## src/rtl/alu_pkg.sv

```systemverilog
// Package: operation codes and helpers shared by the ALU and its checker.
// Assumes a 5-bit operation code; codes not listed here produce zero.
package alu_pkg;

    localparam int OP_W = 5;

    typedef enum logic [OP_W-1:0] {
        OP_ADD   = 5'd0,
        OP_SUB   = 5'd1,
        OP_AND   = 5'd2,
        OP_OR    = 5'd3,
        OP_XOR   = 5'd4,
        OP_SHL   = 5'd5,
        OP_SHR   = 5'd6,
        OP_SHRA  = 5'd7,
        OP_PASSA = 5'd8,
        OP_PASSB = 5'd9,
        OP_ZERO  = 5'd10,
        OP_ONE   = 5'd11,
        OP_CEQ   = 5'd16,
        OP_CNE   = 5'd17,
        OP_CLT   = 5'd18,
        OP_CGT   = 5'd19,
        OP_CLE   = 5'd20,
        OP_CGE   = 5'd21,
        OP_CLTU  = 5'd22,
        OP_CGTU  = 5'd23,
        OP_CLEU  = 5'd24,
        OP_CGEU  = 5'd25
    } alu_op_e;

    // True for the ten compare codes
    function automatic logic is_cmp(input logic [OP_W-1:0] op);
        return (op >= 5'd16) && (op <= 5'd25);
    endfunction

    // True for codes that have no assigned operation
    function automatic logic is_unused(input logic [OP_W-1:0] op);
        return ((op >= 5'd12) && (op <= 5'd15)) || (op >= 5'd26);
    endfunction

endpackage

```

## src/rtl/alu_addsub.sv

```systemverilog
// Module: shared adder for add, subtract and every comparison.
// Assumes sub_i=1 forms a + ~b + 1. carry_o=1 then means a >= b unsigned,
// and ovf_o flags a signed overflow of the sum or difference.
module alu_addsub #(
    parameter int WIDTH = 32
) (
    input  logic [WIDTH-1:0] a_i,
    input  logic [WIDTH-1:0] b_i,
    input  logic             sub_i,
    output logic [WIDTH-1:0] sum_o,
    output logic             carry_o,
    output logic             ovf_o
);
    localparam int MSB = WIDTH - 1;

    logic [WIDTH-1:0] b_eff;

    // Invert operand 2 for subtraction
    assign b_eff = b_i ^ {WIDTH{sub_i}};

    // Single carry chain with the subtract control as carry-in
    assign {carry_o, sum_o} = {1'b0, a_i} + {1'b0, b_eff} + {{WIDTH{1'b0}}, sub_i};

    // Signed overflow: equal input signs but a different result sign
    assign ovf_o = ~(a_i[MSB] ^ b_eff[MSB]) & (a_i[MSB] ^ sum_o[MSB]);

endmodule

```

## src/rtl/alu_shift.sv

```systemverilog
// Module: log-depth barrel shifter covering left, logical right and
// arithmetic right. A left shift is done by mirroring the word, shifting
// right and mirroring back. Assumes WIDTH is a power of two.
module alu_shift #(
    parameter int WIDTH = 32,
    parameter int SHW   = $clog2(WIDTH)
) (
    input  logic [WIDTH-1:0] val_i,
    input  logic [SHW-1:0]   amt_i,
    input  logic             left_i,
    input  logic             arith_i,
    output logic [WIDTH-1:0] res_o
);
    logic [WIDTH-1:0]         mir_in;
    logic [WIDTH-1:0]         mir_out;
    logic [SHW:0][WIDTH-1:0]  stg;
    logic                     fill;

    // Fill bit is the sign only for an arithmetic right shift
    assign fill = arith_i & ~left_i & val_i[WIDTH-1];

    // Mirror the input and the output words (used for left shifts)
    for (genvar i = 0; i < WIDTH; i++) begin : g_mirror
        assign mir_in[i]  = val_i[WIDTH-1-i];
        assign mir_out[i] = stg[SHW][WIDTH-1-i];
    end

    // Stage 0 is the word to be shifted right
    assign stg[0] = left_i ? mir_in : val_i;

    // Stage s moves the word right by 2^s places when amount bit s is set
    for (genvar s = 0; s < SHW; s++) begin : g_stage
        localparam int D = 1 << s;
        assign stg[s+1] = amt_i[s] ? {{D{fill}}, stg[s][WIDTH-1:D]} : stg[s];
    end

    // Mirror back for left shifts
    assign res_o = left_i ? mir_out : stg[SHW];

endmodule

```

## src/rtl/alu_setcmp.sv

```systemverilog
// Module: turns the flags of a - b into the answer for one compare code.
// Assumes the adder was given sub=1. Signed order uses sign XOR overflow,
// and unsigned order uses the carry-out.
module alu_setcmp #(
    parameter int WIDTH = 32
) (
    input  logic [4:0]       op_i,
    input  logic [WIDTH-1:0] diff_i,
    input  logic             carry_i,
    input  logic             ovf_i,
    output logic             hit_o
);
    import alu_pkg::*;

    logic eq, lt_s, lt_u;

    // Basic relations taken from the difference
    assign eq   = (diff_i == '0);
    assign lt_s = diff_i[WIDTH-1] ^ ovf_i;
    assign lt_u = ~carry_i;

    // Select the relation named by the code
    always_comb begin
        unique case (alu_op_e'(op_i))
            OP_CEQ:  hit_o = eq;
            OP_CNE:  hit_o = ~eq;
            OP_CLT:  hit_o = lt_s;
            OP_CGT:  hit_o = ~lt_s & ~eq;
            OP_CLE:  hit_o = lt_s | eq;
            OP_CGE:  hit_o = ~lt_s;
            OP_CLTU: hit_o = lt_u;
            OP_CGTU: hit_o = ~lt_u & ~eq;
            OP_CLEU: hit_o = lt_u | eq;
            OP_CGEU: hit_o = ~lt_u;
            default: hit_o = 1'b0;
        endcase
    end

endmodule

```

## src/rtl/alu_core.sv

```systemverilog
// Module: top of the ALU. Decodes the operation code, steers the shared
// adder, shifter and compare units, and optionally registers the result.
// Assumes WIDTH is a power of two; REG_OUT=1 adds one cycle of latency with
// a synchronous active-low clear.
module alu_core #(
    parameter int WIDTH   = 32,
    parameter bit REG_OUT = 1'b1
) (
    input  logic             clk,
    input  logic             rst_n,
    input  logic [4:0]       op_i,
    input  logic [WIDTH-1:0] a_i,
    input  logic [WIDTH-1:0] b_i,
    output logic [WIDTH-1:0] y_o
);
    import alu_pkg::*;

    localparam int SHW = $clog2(WIDTH);

    alu_op_e          op;
    logic             sub;
    logic [WIDTH-1:0] sum;
    logic             carry, ovf;
    logic [WIDTH-1:0] shifted;
    logic             sh_left, sh_arith;
    logic             cmp_hit;
    logic [WIDTH-1:0] res;

    // Interpret the raw code
    assign op = alu_op_e'(op_i);

    // The adder subtracts for everything except the add code
    assign sub      = (op != OP_ADD);
    assign sh_left  = (op == OP_SHL);
    assign sh_arith = (op == OP_SHRA);

    alu_addsub #(.WIDTH(WIDTH)) u_addsub (
        .a_i     (a_i),
        .b_i     (b_i),
        .sub_i   (sub),
        .sum_o   (sum),
        .carry_o (carry),
        .ovf_o   (ovf)
    );

    alu_shift #(.WIDTH(WIDTH), .SHW(SHW)) u_shift (
        .val_i   (a_i),
        .amt_i   (b_i[SHW-1:0]),
        .left_i  (sh_left),
        .arith_i (sh_arith),
        .res_o   (shifted)
    );

    alu_setcmp #(.WIDTH(WIDTH)) u_setcmp (
        .op_i    (op_i),
        .diff_i  (sum),
        .carry_i (carry),
        .ovf_i   (ovf),
        .hit_o   (cmp_hit)
    );

    // Result select by operation
    always_comb begin
        if (is_cmp(op_i)) begin
            res = {{(WIDTH-1){1'b0}}, cmp_hit};
        end else begin
            unique case (op)
                OP_ADD, OP_SUB:          res = sum;
                OP_AND:                  res = a_i & b_i;
                OP_OR:                   res = a_i | b_i;
                OP_XOR:                  res = a_i ^ b_i;
                OP_SHL, OP_SHR, OP_SHRA: res = shifted;
                OP_PASSA:                res = a_i;
                OP_PASSB:                res = b_i;
                OP_ONE:                  res = {{(WIDTH-1){1'b0}}, 1'b1};
                default:                 res = '0;
            endcase
        end
    end

    // Output stage: a register or a straight wire, chosen by parameter
    if (REG_OUT) begin : g_reg
        // Capture the result on each edge; cleared while reset is low
        always_ff @(posedge clk) begin
            if (!rst_n) y_o <= '0;
            else        y_o <= res;
        end
    end else begin : g_comb
        assign y_o = res;
    end

endmodule

```

## config.mk

```make
export PLATFORM = sky130hd
export DESIGN_NAME = alu_core
export DESIGN_NICKNAME = d
export VERILOG_FILES = /design/src/rtl/alu_pkg.sv /design/src/rtl/alu_addsub.sv /design/src/rtl/alu_shift.sv /design/src/rtl/alu_setcmp.sv /design/src/rtl/alu_core.sv
export SDC_FILE = /design/constraint.sdc
export NUM_CORES = 1
export LEC_CHECK = 0
export ABC_CLOCK_PERIOD_IN_PS = 6400
export BUFFER_PORTS_ARGS = -buffer_cell sky130_fd_sc_hd__buf_2
export CAP_MARGIN = 20
export CELL_PAD_IN_SITES_DETAIL_PLACEMENT = 1
export CELL_PAD_IN_SITES_GLOBAL_PLACEMENT = 2
export CORE_ASPECT_RATIO = 1.25
export CORE_MARGIN = 10
export CORE_UTILIZATION = 36
export CTS_BUF_LIST = sky130_fd_sc_hd__clkbuf_16
export DETAILED_ROUTE_END_ITERATION = 7
export PLACE_DENSITY_LB_ADDON = 0.1
export SLEW_MARGIN = 20
export SYNTH_ARGS = -nofsm -noshare
export SYNTH_HDL_FRONTEND = slang
export SYNTH_HIERARCHICAL = 1
export SYNTH_SLANG_ARGS = --single-unit
```

## constraint.sdc

```tcl
create_clock -name clk -period 6.4 [get_ports clk]
set_input_delay 0.32 -clock clk [delete_from_list [all_inputs] [get_ports clk]]
set_output_delay 0.32 -clock clk [all_outputs]
set_load 0.005 [all_outputs]
```

==> run summary <==
outcome: finished, final reports clean
share of the synthesized area in the top cell type: 0.133
Rows: 64
clock buffer count from CTS: 5
Initial Util: 0.366
Via density: 6.54
max_cap viols: 0
DRT Pass-1 Iters: 5
#FFs+latches synth: 32
post_cts resized: 0
Clk pwr share: 0.238
Post-Route WL: 43600 um
min cycle time layout: 5.45 ns
H-tree depth: 2
Seq pwr share: 0.159
WP data arrival: 5.63 ns
switching share of total power: 0.484
relative slew slack: 0.165
initial antenna violation count: 0
area delta synth->final: 9.39%
hpwl dp: 32900 um
CTS Root Cell: clkbuf_16
CTS tree: yes
Unique masters post-synth: 85
Mapped Area: 8960 sq um
Yosys Warn Count: 6
crit end category: flip-flop
most frequent cell after synthesis: inv_1
Logic pwr share: 0.603
Syn Nets: 1310
Hold Fails Final Rpt: 0
Largest regs: y_o x32
top cells by area, synth: ha_1 (13%), mux4_2 (8.5%), dfxtp_1 (7.2%), mux2_2 (6.2%), inv_1 (4.1%)
grt ovf: 0
top cells by count, synth: inv_1 (97), ha_1 (95), nand2_1 (80), nor2_1 (75), a21oi_1 (52)
syn_area_per_cell: 7.84 sq um
worst slew pin tran: 1.25 ns
Antenna Nets Post-Route: 0
ys async rst share: 0
largest register by flop count: y_o
post-CTS setup buffer count: 0
Int Pwr: 666 uW
cell count after synthesis: 1143
Max VDD drop: 0.111 mV
global placer's final weighted congestion: 0.952
max reg flops: 32
Clock transition at path regs: 0.06 ns
Fill cells: 3086
period utilisation layout: 0.852
largest net degree at the start of global routing: 54
Fmax achieved: 0.183 GHz
total track usage: 0.265
clk sink count: 32
critical path launch point type: primary input
Hold Slack: 0.347 ns
CP max FO: 22
largest area contributor in the synthesized netlist: ha_1
DR iter-0 viols: 928
Setup TNS: 0 ns
Main synth FF type: dfxtp_1
vias in the first global route: 9951
Final Max Tran Viols: 0
I/O pin count: 103
routed vias: 9954
overall power: 1290 uW
Max Buffers Root-to-Sink: 2
global-route wire length before repair: 64800 um
critical path type: primary input to flip-flop
Seq/Total Area, Yosys: 0.0715
EDFF count, synth: 0
CP required: 6.58 ns
Psw: 624 uW
final setup fails: 0
Die Area: 31600 sq um
DRC violations left: 0
Die Y: 196 um
Hold Path Class: primary input to flip-flop
# hold bufs at CTS: 0
nets: 1357
leak pwr: 0.00420 uW
CORE AREA: 24500 sq um
hold path depth: 3
share of layout cells above drive strength 1: 0.203
RSZ-0062 raised after global routing: no
pwr/cell area: 132 nW/um^2
die width: 161 um
Antenna diodes: 0
wire length per cell: 28.7 um
Port Buffers: 102
kinds of logic (layout without fill, tap and decap cells):
group	count (synthesis)	in the layout	synth area share
compound gates	362	362	0.296
simple gates	301	301	0.170
buf+inv	177	225	0.0852
mux	115	115	0.183
fa+ha+maj	96	96	0.135
xor+xnor	60	60	0.0587
flops	32	32	0.0715
cell usage in the layout (no fill, tap or decap), types with 30 or more instances in the layout:
master / synthesis / layout
buf_2: 21 / 101
inv_1: 97 / 98
ha_1: 95 / 95
nand2_1: 80 / 79
nor2_1: 75 / 72
a21oi_1: 52 / 52
mux2_2: 49 / 49
a22oi_1: 48 / 48
a31oi_1: 41 / 41
xor2_1: 39 / 39
mux4_2: 34 / 34
dfxtp_1: 32 / 32
o21ai_0: 30 / 30
worst paths after layout:
check,end,slack (ns),startpoint
setup / recovery,y_o[0]$_SDFF_PN0_,0.95,op_i[3]
hold / removal,y_o[0]$_SDFF_PN0_,0.35,rst_n
worst max-delay path, stage by stage:
cell,delay (ns)
buf_2,0.17
nor3_1,0.48
nand2_2,0.57
xor2_1,0.33
ha_1,0.39
o21ai_0,0.30
a211oi_2,0.10
o31ai_2,0.60
o21ai_1,0.21
a31o_2,0.31
a21oi_1,0.18
xnor2_1,0.12
nor4_1,0.36
nand4_1,0.22
o221ai_1,0.20
o21bai_2,0.15
nand3_2,0.09
and4_1,0.21
a221oi_1,0.20
a21oi_1,0.11
power by group through the flow:
stage                     combinational [uW]  sequential [uW]  clock, uW
final                                    778              205        307
after CTS                                762              205        319
after global placement                   758              209          0
after detailed placement                 758              209          0
after floorplan                          485              210          0
after global routing                     831              205        317
through the flow:
stage                     area (sq um)  utilization  std cells  worst slack [ns]
after CTS                         9800        0.400       1521             0.981
after floorplan                   8960            -       1143              1.85
after detailed placement          9630        0.393       1513             0.668
after global placement            9630        0.393       1513             0.758
after global routing              9800        0.400       1521             0.638
final                             9800        0.400       1521             0.948
per-layer routing:
metal / GRT usage / wire [um] / up-vias
met2: 0.448 / 20900 / 389
met1: 0.331 / 18400 / 5040
met3: 0.0309 / 2390 / 87
met4: 0.116 / 1890 / 0
li1: - / - / 4438
met5: 0 / 0 / -
area by class of cell:
class                      count  area [sq um]  share of cell area
multi-input combinational    934          7570               0.773
clock buffer                   5           125              0.0128
sequential                    32           641              0.0654
tap                          330           413              0.0421
inverter                      99           372              0.0379
timing repair buffer         118           633              0.0646
clock inverter                 3          38.8             0.00396
Note: power is estimated with default switching activity, not from simulation.
